`src/rtl/vcm_pkg.sv`:
```
package vcm_pkg;

  // Width that holds the largest column sum: at most w bit products plus a
  // carry that is itself bounded by w, so 2*w in total.
  function automatic int col_sum_width(input int w);
    return $clog2(2 * w + 1);
  endfunction

  // Number of columns that produce one product bit each.
  function automatic int col_count(input int w);
    return 2 * w - 1;
  endfunction

endpackage

```
`src/rtl/vcm_bitprod.sv`:
```
module vcm_bitprod #(
  parameter int W = 8
) (
  input  logic [W-1:0]             a,
  input  logic [W-1:0]             b,
  output logic [2*W-2:0][W-1:0]    col_bits
);

  localparam int NCOL = vcm_pkg::col_count(W);

  // Slot i of column k carries a[i]&b[k-i] whenever k-i is a valid index.
  for (genvar k = 0; k < NCOL; k++) begin : g_col
    for (genvar i = 0; i < W; i++) begin : g_term
      localparam int J = k - i;
      if (J >= 0 && J < W) begin : g_live
        assign col_bits[k][i] = a[i] & b[J];
      end else begin : g_dead
        assign col_bits[k][i] = 1'b0;
      end
    end
  end

endmodule

```
`src/rtl/vcm_column.sv`:
```
module vcm_column #(
  parameter int W  = 8,
  parameter int SW = 5
) (
  input  logic [W-1:0]    terms,
  input  logic [SW-2:0]   carry_in,
  output logic            res_bit,
  output logic [SW-2:0]   carry_out
);

  logic [SW-1:0] col_sum;

  always_comb begin
    col_sum = {1'b0, carry_in};
    for (int i = 0; i < W; i++) begin
      col_sum = col_sum + SW'(terms[i]);
    end
  end

  assign res_bit   = col_sum[0];
  assign carry_out = col_sum[SW-1:1];

endmodule

```
`src/rtl/vcm_outreg.sv`:
```
module vcm_outreg #(
  parameter int PW  = 16,
  parameter bit REG = 1'b1
) (
  input  logic          clk,
  input  logic          rst_n,
  input  logic          in_valid,
  input  logic [PW-1:0] d,
  output logic [PW-1:0] q,
  output logic          vld
);

  if (REG) begin : g_reg
    logic [PW-1:0] q_r, q_nx;
    logic          vld_r, vld_nx;

    always_comb begin
      vld_nx = in_valid;
      q_nx   = q_r;
      if (in_valid) begin
        q_nx = d;
      end
    end

    always_ff @(posedge clk or negedge rst_n) begin
      if (!rst_n) begin
        q_r   <= '0;
        vld_r <= 1'b0;
      end else begin
        q_r   <= q_nx;
        vld_r <= vld_nx;
      end
    end

    assign q   = q_r;
    assign vld = vld_r;
  end else begin : g_pass
    assign q   = d;
    assign vld = in_valid;
  end

endmodule

```
`src/rtl/vcm_mult.sv`:
```
module vcm_mult #(
  parameter int WIDTH   = 8,
  parameter bit REG_OUT = 1'b1
) (
  input  logic               clk,
  input  logic               rst_n,
  input  logic               in_valid,
  input  logic [WIDTH-1:0]   op_a,
  input  logic [WIDTH-1:0]   op_b,
  output logic [2*WIDTH-1:0] prod_now,
  output logic [2*WIDTH-1:0] prod_q,
  output logic               out_valid
);

  localparam int NCOL = vcm_pkg::col_count(WIDTH);
  localparam int SW   = vcm_pkg::col_sum_width(WIDTH);
  localparam int CW   = SW - 1;

  logic [NCOL-1:0][WIDTH-1:0] col_bits;
  logic [NCOL:0][CW-1:0]      carry;
  logic [NCOL-1:0]            res_bits;

  vcm_bitprod #(.W(WIDTH)) u_bits (
    .a        (op_a),
    .b        (op_b),
    .col_bits (col_bits)
  );

  assign carry[0] = '0;

  for (genvar k = 0; k < NCOL; k++) begin : g_chain
    vcm_column #(.W(WIDTH), .SW(SW)) u_col (
      .terms     (col_bits[k]),
      .carry_in  (carry[k]),
      .res_bit   (res_bits[k]),
      .carry_out (carry[k+1])
    );
  end

  // The top carry is at most 1 because the product fits in 2*WIDTH bits.
  assign prod_now = {|carry[NCOL], res_bits};

  vcm_outreg #(.PW(2*WIDTH), .REG(REG_OUT)) u_out (
    .clk      (clk),
    .rst_n    (rst_n),
    .in_valid (in_valid),
    .d        (prod_now),
    .q        (prod_q),
    .vld      (out_valid)
  );

endmodule

```
`config.mk`:
```
export PLATFORM = sky130hd
export DESIGN_NAME = vcm_mult
export DESIGN_NICKNAME = d
export VERILOG_FILES = /design/src/rtl/vcm_pkg.sv /design/src/rtl/vcm_bitprod.sv /design/src/rtl/vcm_column.sv /design/src/rtl/vcm_outreg.sv /design/src/rtl/vcm_mult.sv
export SDC_FILE = /design/constraint.sdc
export NUM_CORES = 1
export LEC_CHECK = 0
export BUFFER_PORTS_ARGS = -buffer_cell sky130_fd_sc_hd__buf_2
export CELL_PAD_IN_SITES_DETAIL_PLACEMENT = 1
export CELL_PAD_IN_SITES_GLOBAL_PLACEMENT = 1
export CORE_ASPECT_RATIO = 0.8
export CORE_MARGIN = 2
export CORE_UTILIZATION = 40
export DETAILED_ROUTE_END_ITERATION = 7
export GPL_TIMING_DRIVEN = 0
export PLACE_DENSITY_LB_ADDON = 0.12
export SYNTH_ARGS = -nofsm -noshare
export SYNTH_HDL_FRONTEND = slang
export SYNTH_SLANG_ARGS = --single-unit
```
`constraint.sdc`:
```
create_clock -name clk -period 32.7 [get_ports clk]
set_input_delay 4.905 -clock clk [delete_from_list [all_inputs] [get_ports clk]]
set_output_delay 4.905 -clock clk [all_outputs]
set_load 0.005 [all_outputs]
```
* Yosys cells after proc, flatten, opt, wreduce, memory -nomap -nowiden *
Index checks and enable logic that the tools add are counted.

cells by class
  multipliers = 0
  shift-type cells = 0
  add/sub/neg operators = 62
  muxes and demuxes = 0
  div/mod/pow operators = 0
  eq/ne operators = 0
  reduce and logical (&&, ||, !) cells = 1
  bitwise operators = 64
  magnitude comparators = 0

operators with widths
  kind                                    number
  5-bit by 1-bit adder with 5-bit output  48
  1-bit bitwise AND                       64
  4-bit by 1-bit adder with 5-bit output  12
  1-bit by 1-bit adder with 2-bit output  2
  4-bit OR reduction                      1

storage, ports and cells
  RAM bits = 0
  register bits = 17
  latch bits = 0
  bits of input ports = 19
  memories = 0
  bits in read-only memories = 0
  output and inout bits = 33
  logic and storage cells = 129

* Longest topological paths before layout *
  depth in word-level cells = 64
  gate-level depth with buffers = 69
  depth with buffers taken out = 69

* Hierarchy *
A second synthesis with hierarchy kept.

second synthesis, totals
  cells, all modules = 533
  area total of the unflattened synthesis = 5,320.1 um^2

modules (own cells, without submodules)
  module       area an instance (um^2)  times used  seq. area each (um^2)  cells each
  vcm_column   254.0                    15          0.0                    25
  vcm_bitprod  824.5                    1           0.0                    121
  vcm_outreg   674.4                    1           425.4                  35
  vcm_mult     11.3                     1           0.0                    2

* Worst setup path before layout *
No wires, ideal clock.

  path type = input -> output
  start = input op_b[1]
  end = output prod_now[15]
  data required time = 27.795 ns
  path slack = 1.148 ns
  path buffers = 0
  data arrival time = 26.647 ns
  stages on the path = 68
  path through = and2_1 -> ha_1 -> ha_1 -> fa_1 -> ha_1 -> fa_1 -> fa_1 -> fa_1 -> fa_1 -> fa_1 -> ha_1 -> fa_1 -> inv_1 -> fa_1 -> inv_1 -> fa_1 -> inv_1 -> fa_1 -> [32 not listed] -> fa_1 -> fa_1 -> inv_1 -> fa_1 -> fa_1 -> inv_1 -> fa_1 -> ha_1 -> fa_1 -> inv_1 -> fa_1 -> inv_1 -> ha_1 -> xnor2_1 -> xnor2_1 -> ha_1 -> o21bai_1 -> o21bai_1

between the ends
  word-level cells in the longest chain between the ends = 64
  elaborated cells between the ends (all ways) = 71
  those cells by class = add/sub (62); bitwise (8); reduce/logical (1)

ends and longest elaborated chain
  element                                                  RTL line           RTL
  start, declared                                          vcm_mult.sv:9      input logic [WIDTH-1:0] op_b,
  1-bit bitwise AND                                        vcm_bitprod.sv:16  assign col_bits[k][i] = a[i] & b[J];
  1-bit by 1-bit adder with 2-bit output (2 in a row)      vcm_column.sv:16   col_sum = col_sum + SW'(terms[i]);
  5-bit by 1-bit adder with 5-bit output (2 in a row)      vcm_column.sv:16
  4-bit by 1-bit adder with 5-bit output                   vcm_column.sv:16
  5-bit by 1-bit adder with 5-bit output (3 in a row)      vcm_column.sv:16
  4-bit by 1-bit adder with 5-bit output                   vcm_column.sv:16
  5-bit by 1-bit adder with 5-bit output (4 in a row)      vcm_column.sv:16
  4-bit by 1-bit adder with 5-bit output                   vcm_column.sv:16
  [38 not listed]                                          --
  4-bit by 1-bit adder with 5-bit output (*)               vcm_column.sv:16
  5-bit by 1-bit adder with 5-bit output (*) (3 in a row)  vcm_column.sv:16
  4-bit by 1-bit adder with 5-bit output (*)               vcm_column.sv:16
  5-bit by 1-bit adder with 5-bit output (*) (2 in a row)  vcm_column.sv:16
  4-bit by 1-bit adder with 5-bit output (*)               vcm_column.sv:16
  5-bit by 1-bit adder with 5-bit output (*)               vcm_column.sv:16
  4-bit by 1-bit adder with 5-bit output (*)               vcm_column.sv:16
  4-bit OR reduction (*)                                   vcm_mult.sv:41     assign prod_now = {|carry[NCOL], res_bits};
  end, declared                                            vcm_mult.sv:10     output logic [2*WIDTH-1:0] prod_now,

Mark *: on every way between the ends. The rest lies on a longest branch, timed or not.

* Worst setup path in the final report *
Ends and elaborated chain as after synthesis.

==> metrics <==
combined area of the multi-input logic cells 2327 µm²; Crit path required time 27.79 ns; drc violations 0; final core utilization 0.4730; max-capacitance violation count 0; sum of negative setup slack 0 ns; Yosys reg bits 17; Stages on worst setup path 69; actual slew at the worst max-slew pin just under 0.6 ns; initial standard-cell utilization of the core 0.4086; CTS H-tree depth 1; timing endpoint of the critical path prod_now[15]; critical path's most frequent cell sky130_fd_sc_hd__fa_1; capturing element type of the critical path primary output; DIE AREA just over 8000 µm²; launching element type of the critical path primary input; fraction of post-synthesis cell area in the top cell type by area 0.2476; Critical Path AT 26.97 ns; layout overhead on the synthesized area 15.77%; fraction of registers with async set or reset after synthesis 1.000; WL final 6874 µm; share of the yosys chip area belonging to registers 0.1422; sink count of the clock tree 17; std cell rows 28; Worst Setup Slack, final 0.8218 ns; Netlist Area Pre-Place 2992 µm²; Worst R2R Start u_out.q[9]; root cell of the clock tree sky130_fd_sc_hd__clkbuf_8; length in cells of the worst reg-to-reg path 1; residual antenna-violating net count after detailed routing 0; Post-synth top flop sky130_fd_sc_hd__dfrtp_1; Synth area leaders sky130_fd_sc_hd__fa_1 (25%), sky130_fd_sc_hd__ha_1 (17%), sky130_fd_sc_hd__dfrtp_1 (14%), sky130_fd_sc_hd__and2_1 (7.7%), sky130_fd_sc_hd__inv_1 (5.8%); Routed WL per cell 15.28 µm; commonest cells in the synthesized netlist sky130_fd_sc_hd__inv_1 (46), sky130_fd_sc_hd__ha_1 (41), sky130_fd_sc_hd__and2_1 (37), sky130_fd_sc_hd__fa_1 (37), sky130_fd_sc_hd__nand2_1 (29); RR Endpoint u_out.q[9]; Top-Level Pins between 50 and 60; sum of overflow across all layers after global routing 0; number of instances in the synthesized netlist between 300 and 400; via count of the first global-routing pass 2,439; Chip Height 81.35 µm; worst setup path start op_b[1]; overall via count from detail_route around 2,200; maximum clock insertion buffer count 2; setup slack of the most critical reg-to-reg path 31.93 ns; Fin Clk Skew 0 ns; unrepaired setup endpoints after global routing false; maximum number of pins on one net before global-route repair 18; filler cell count 856; number of vias per cell after detailed routing about 4.9; Achievable Freq 0.03137 GHz; max_slew headroom 0.6091; Antenna diodes 0; leading area contributor after synthesis sky130_fd_sc_hd__fa_1; final cycle utilization of the critical path 0.9749; syn nets 401; synthesized area per cell 9.841 µm²; Clock Pin Slew Worst Setup and Hold Paths 0.07 ns; total iterations of the first detailed-routing run 4; final worst path period need ~32 ns; maximum single-stage delay on the critical path 0.55 ns; final layout net count 458; final worst hold slack roughly 0.5 ns; max-slew violation count 0; TritonCTS clock tree yes; Sequential Area 425.4 µm²; Slowest cell on crit path sky130_fd_sc_hd__fa_1; warning count from the yosys run 0; fraction of layout instances using a drive strength above 1 0.3000; Setup violations, final 0; WS Path Type in -> out; largest fanout on the critical path 8; global-route usage over all layers 0.1795; most common cell in the synthesized netlist sky130_fd_sc_hd__inv_1; worst path bufs/invs 18; first-pass GRT wire length ~12,000 µm; cell family with most CP delay adder cells; insertion delay to the later sink of the worst-skew pair 0.24 ns; number of different library cells in the post-synthesis netlist approximately 40; classification of the worst-slack hold path reg -> reg; Horiz. Die Dim 100.7 µm; Port-buffer cells 51; global placer's final weighted congestion 0.7203; number of DRC markers in iteration 0 71; area of the core region 7322 µm²; minimum setup slack after placement -0.2152 ns; outcome complete, no violations; number of buffers added by the clock tree synthesis step 3; count of endpoints failing hold in the final timing report 0; number of synthesized flops with an enable pin 0; antenna violations before repair 0; post-DP HPWL 5910 µm; CTS hold repair buffers 0
cells in the final DEF, fill, tap and decap left out, types with 2 or more instances in the layout:
cell,netlist,layout
sky130_fd_sc_hd__buf_4,15,16
sky130_fd_sc_hd__clkbuf_8,0,3
sky130_fd_sc_hd__a21oi_1,8,8
sky130_fd_sc_hd__o21bai_1,2,2
sky130_fd_sc_hd__inv_1,46,46
sky130_fd_sc_hd__fa_1,37,31
sky130_fd_sc_hd__mux2_2,15,15
sky130_fd_sc_hd__buf_2,0,51
sky130_fd_sc_hd__ha_1,41,35
sky130_fd_sc_hd__xnor2_1,13,13
sky130_fd_sc_hd__xor2_1,3,3
sky130_fd_sc_hd__o21ai_0,4,4
sky130_fd_sc_hd__nand2b_1,3,3
sky130_fd_sc_hd__fa_2,0,6
sky130_fd_sc_hd__ha_4,0,2
sky130_fd_sc_hd__dfrtp_1,17,17
sky130_fd_sc_hd__nor2b_1,4,4
sky130_fd_sc_hd__nand2_1,29,29
sky130_fd_sc_hd__ha_2,0,4
sky130_fd_sc_hd__and2_1,37,37
sky130_fd_sc_hd__a21o_1,5,5
cells by family (layout without fill, tap and decap cells):
group | count (synthesis) | after routing | share of synthesized area
AOI/OAI and AO/OA | 31 | 31 | 0.07738
muxes | 16 | 16 | 0.05981
buffers and inverters | 62 | 118 | 0.09661
adders and majority gates | 78 | 78 | 0.4191
and+or+nand+nor | 84 | 84 | 0.1581
xor gates and xnor gates | 16 | 16 | 0.04684
DFF | 17 | 17 | 0.1422
worst min-delay path by stage:
stage / from / to / slack [ns] / cells after the start
after global placement: u_out.q[13] / u_out.q[13] / 0.48 / 1
after floorplan: u_out.q[15] / u_out.q[15] / 0.50 / 2
after global routing: u_out.q[0] / u_out.q[0] / 0.52 / 1
after detailed placement: u_out.q[5] / u_out.q[5] / 0.49 / 1
after CTS: u_out.q[0] / u_out.q[0] / 0.51 / 1
final: u_out.q[5] / u_out.q[5] / 0.50 / 1
registers in the layout, indices dropped and copies added (netlist names):
register,count
u_out.vld,1
u_out.q,16
repair_timing:
item                                    in CTS  in global routing
buffers inserted                             1                  0
gates resized for setup                      4                 10
gates cloned                                 0                  0
pin swaps                                    2                 19
endpoints found under the setup margin       1                  2
layout make-up:
cell class / instances / share of cell area
Clock inverter: 1 / 0.001445
Clock buffer: 3 / 0.01192
Tap cell: 90 / 0.03251
Timing Repair Buffer: 52 / 0.07587
Multi-Input combinational cell: 225 / 0.6720
Inverter: 46 / 0.04986
Buffer: 16 / 0.03360
Sequential cell: 17 / 0.1228
routing by layer:
metal / share of wire / global-route usage / routed length, µm
met5: 0 / 0 / 0
met4: 0.0026 / 0.02603 / 18
met3: 0.032 / 0.01807 / 219
met2: 0.45 / 0.3020 / 3084
met1: 0.52 / 0.2561 / 3552
per-stage QoR:
stage                     area (µm²)  cells
after floorplan                 2992    304
after global placement          3359    445
after detailed placement        3359    445
after CTS                       3423    450
after global routing            3463    450
final                           3463    450
Power is left out: the tool's default activity adds up to more than one toggle a clock period on the data nets, which glitch-free logic cannot reach.
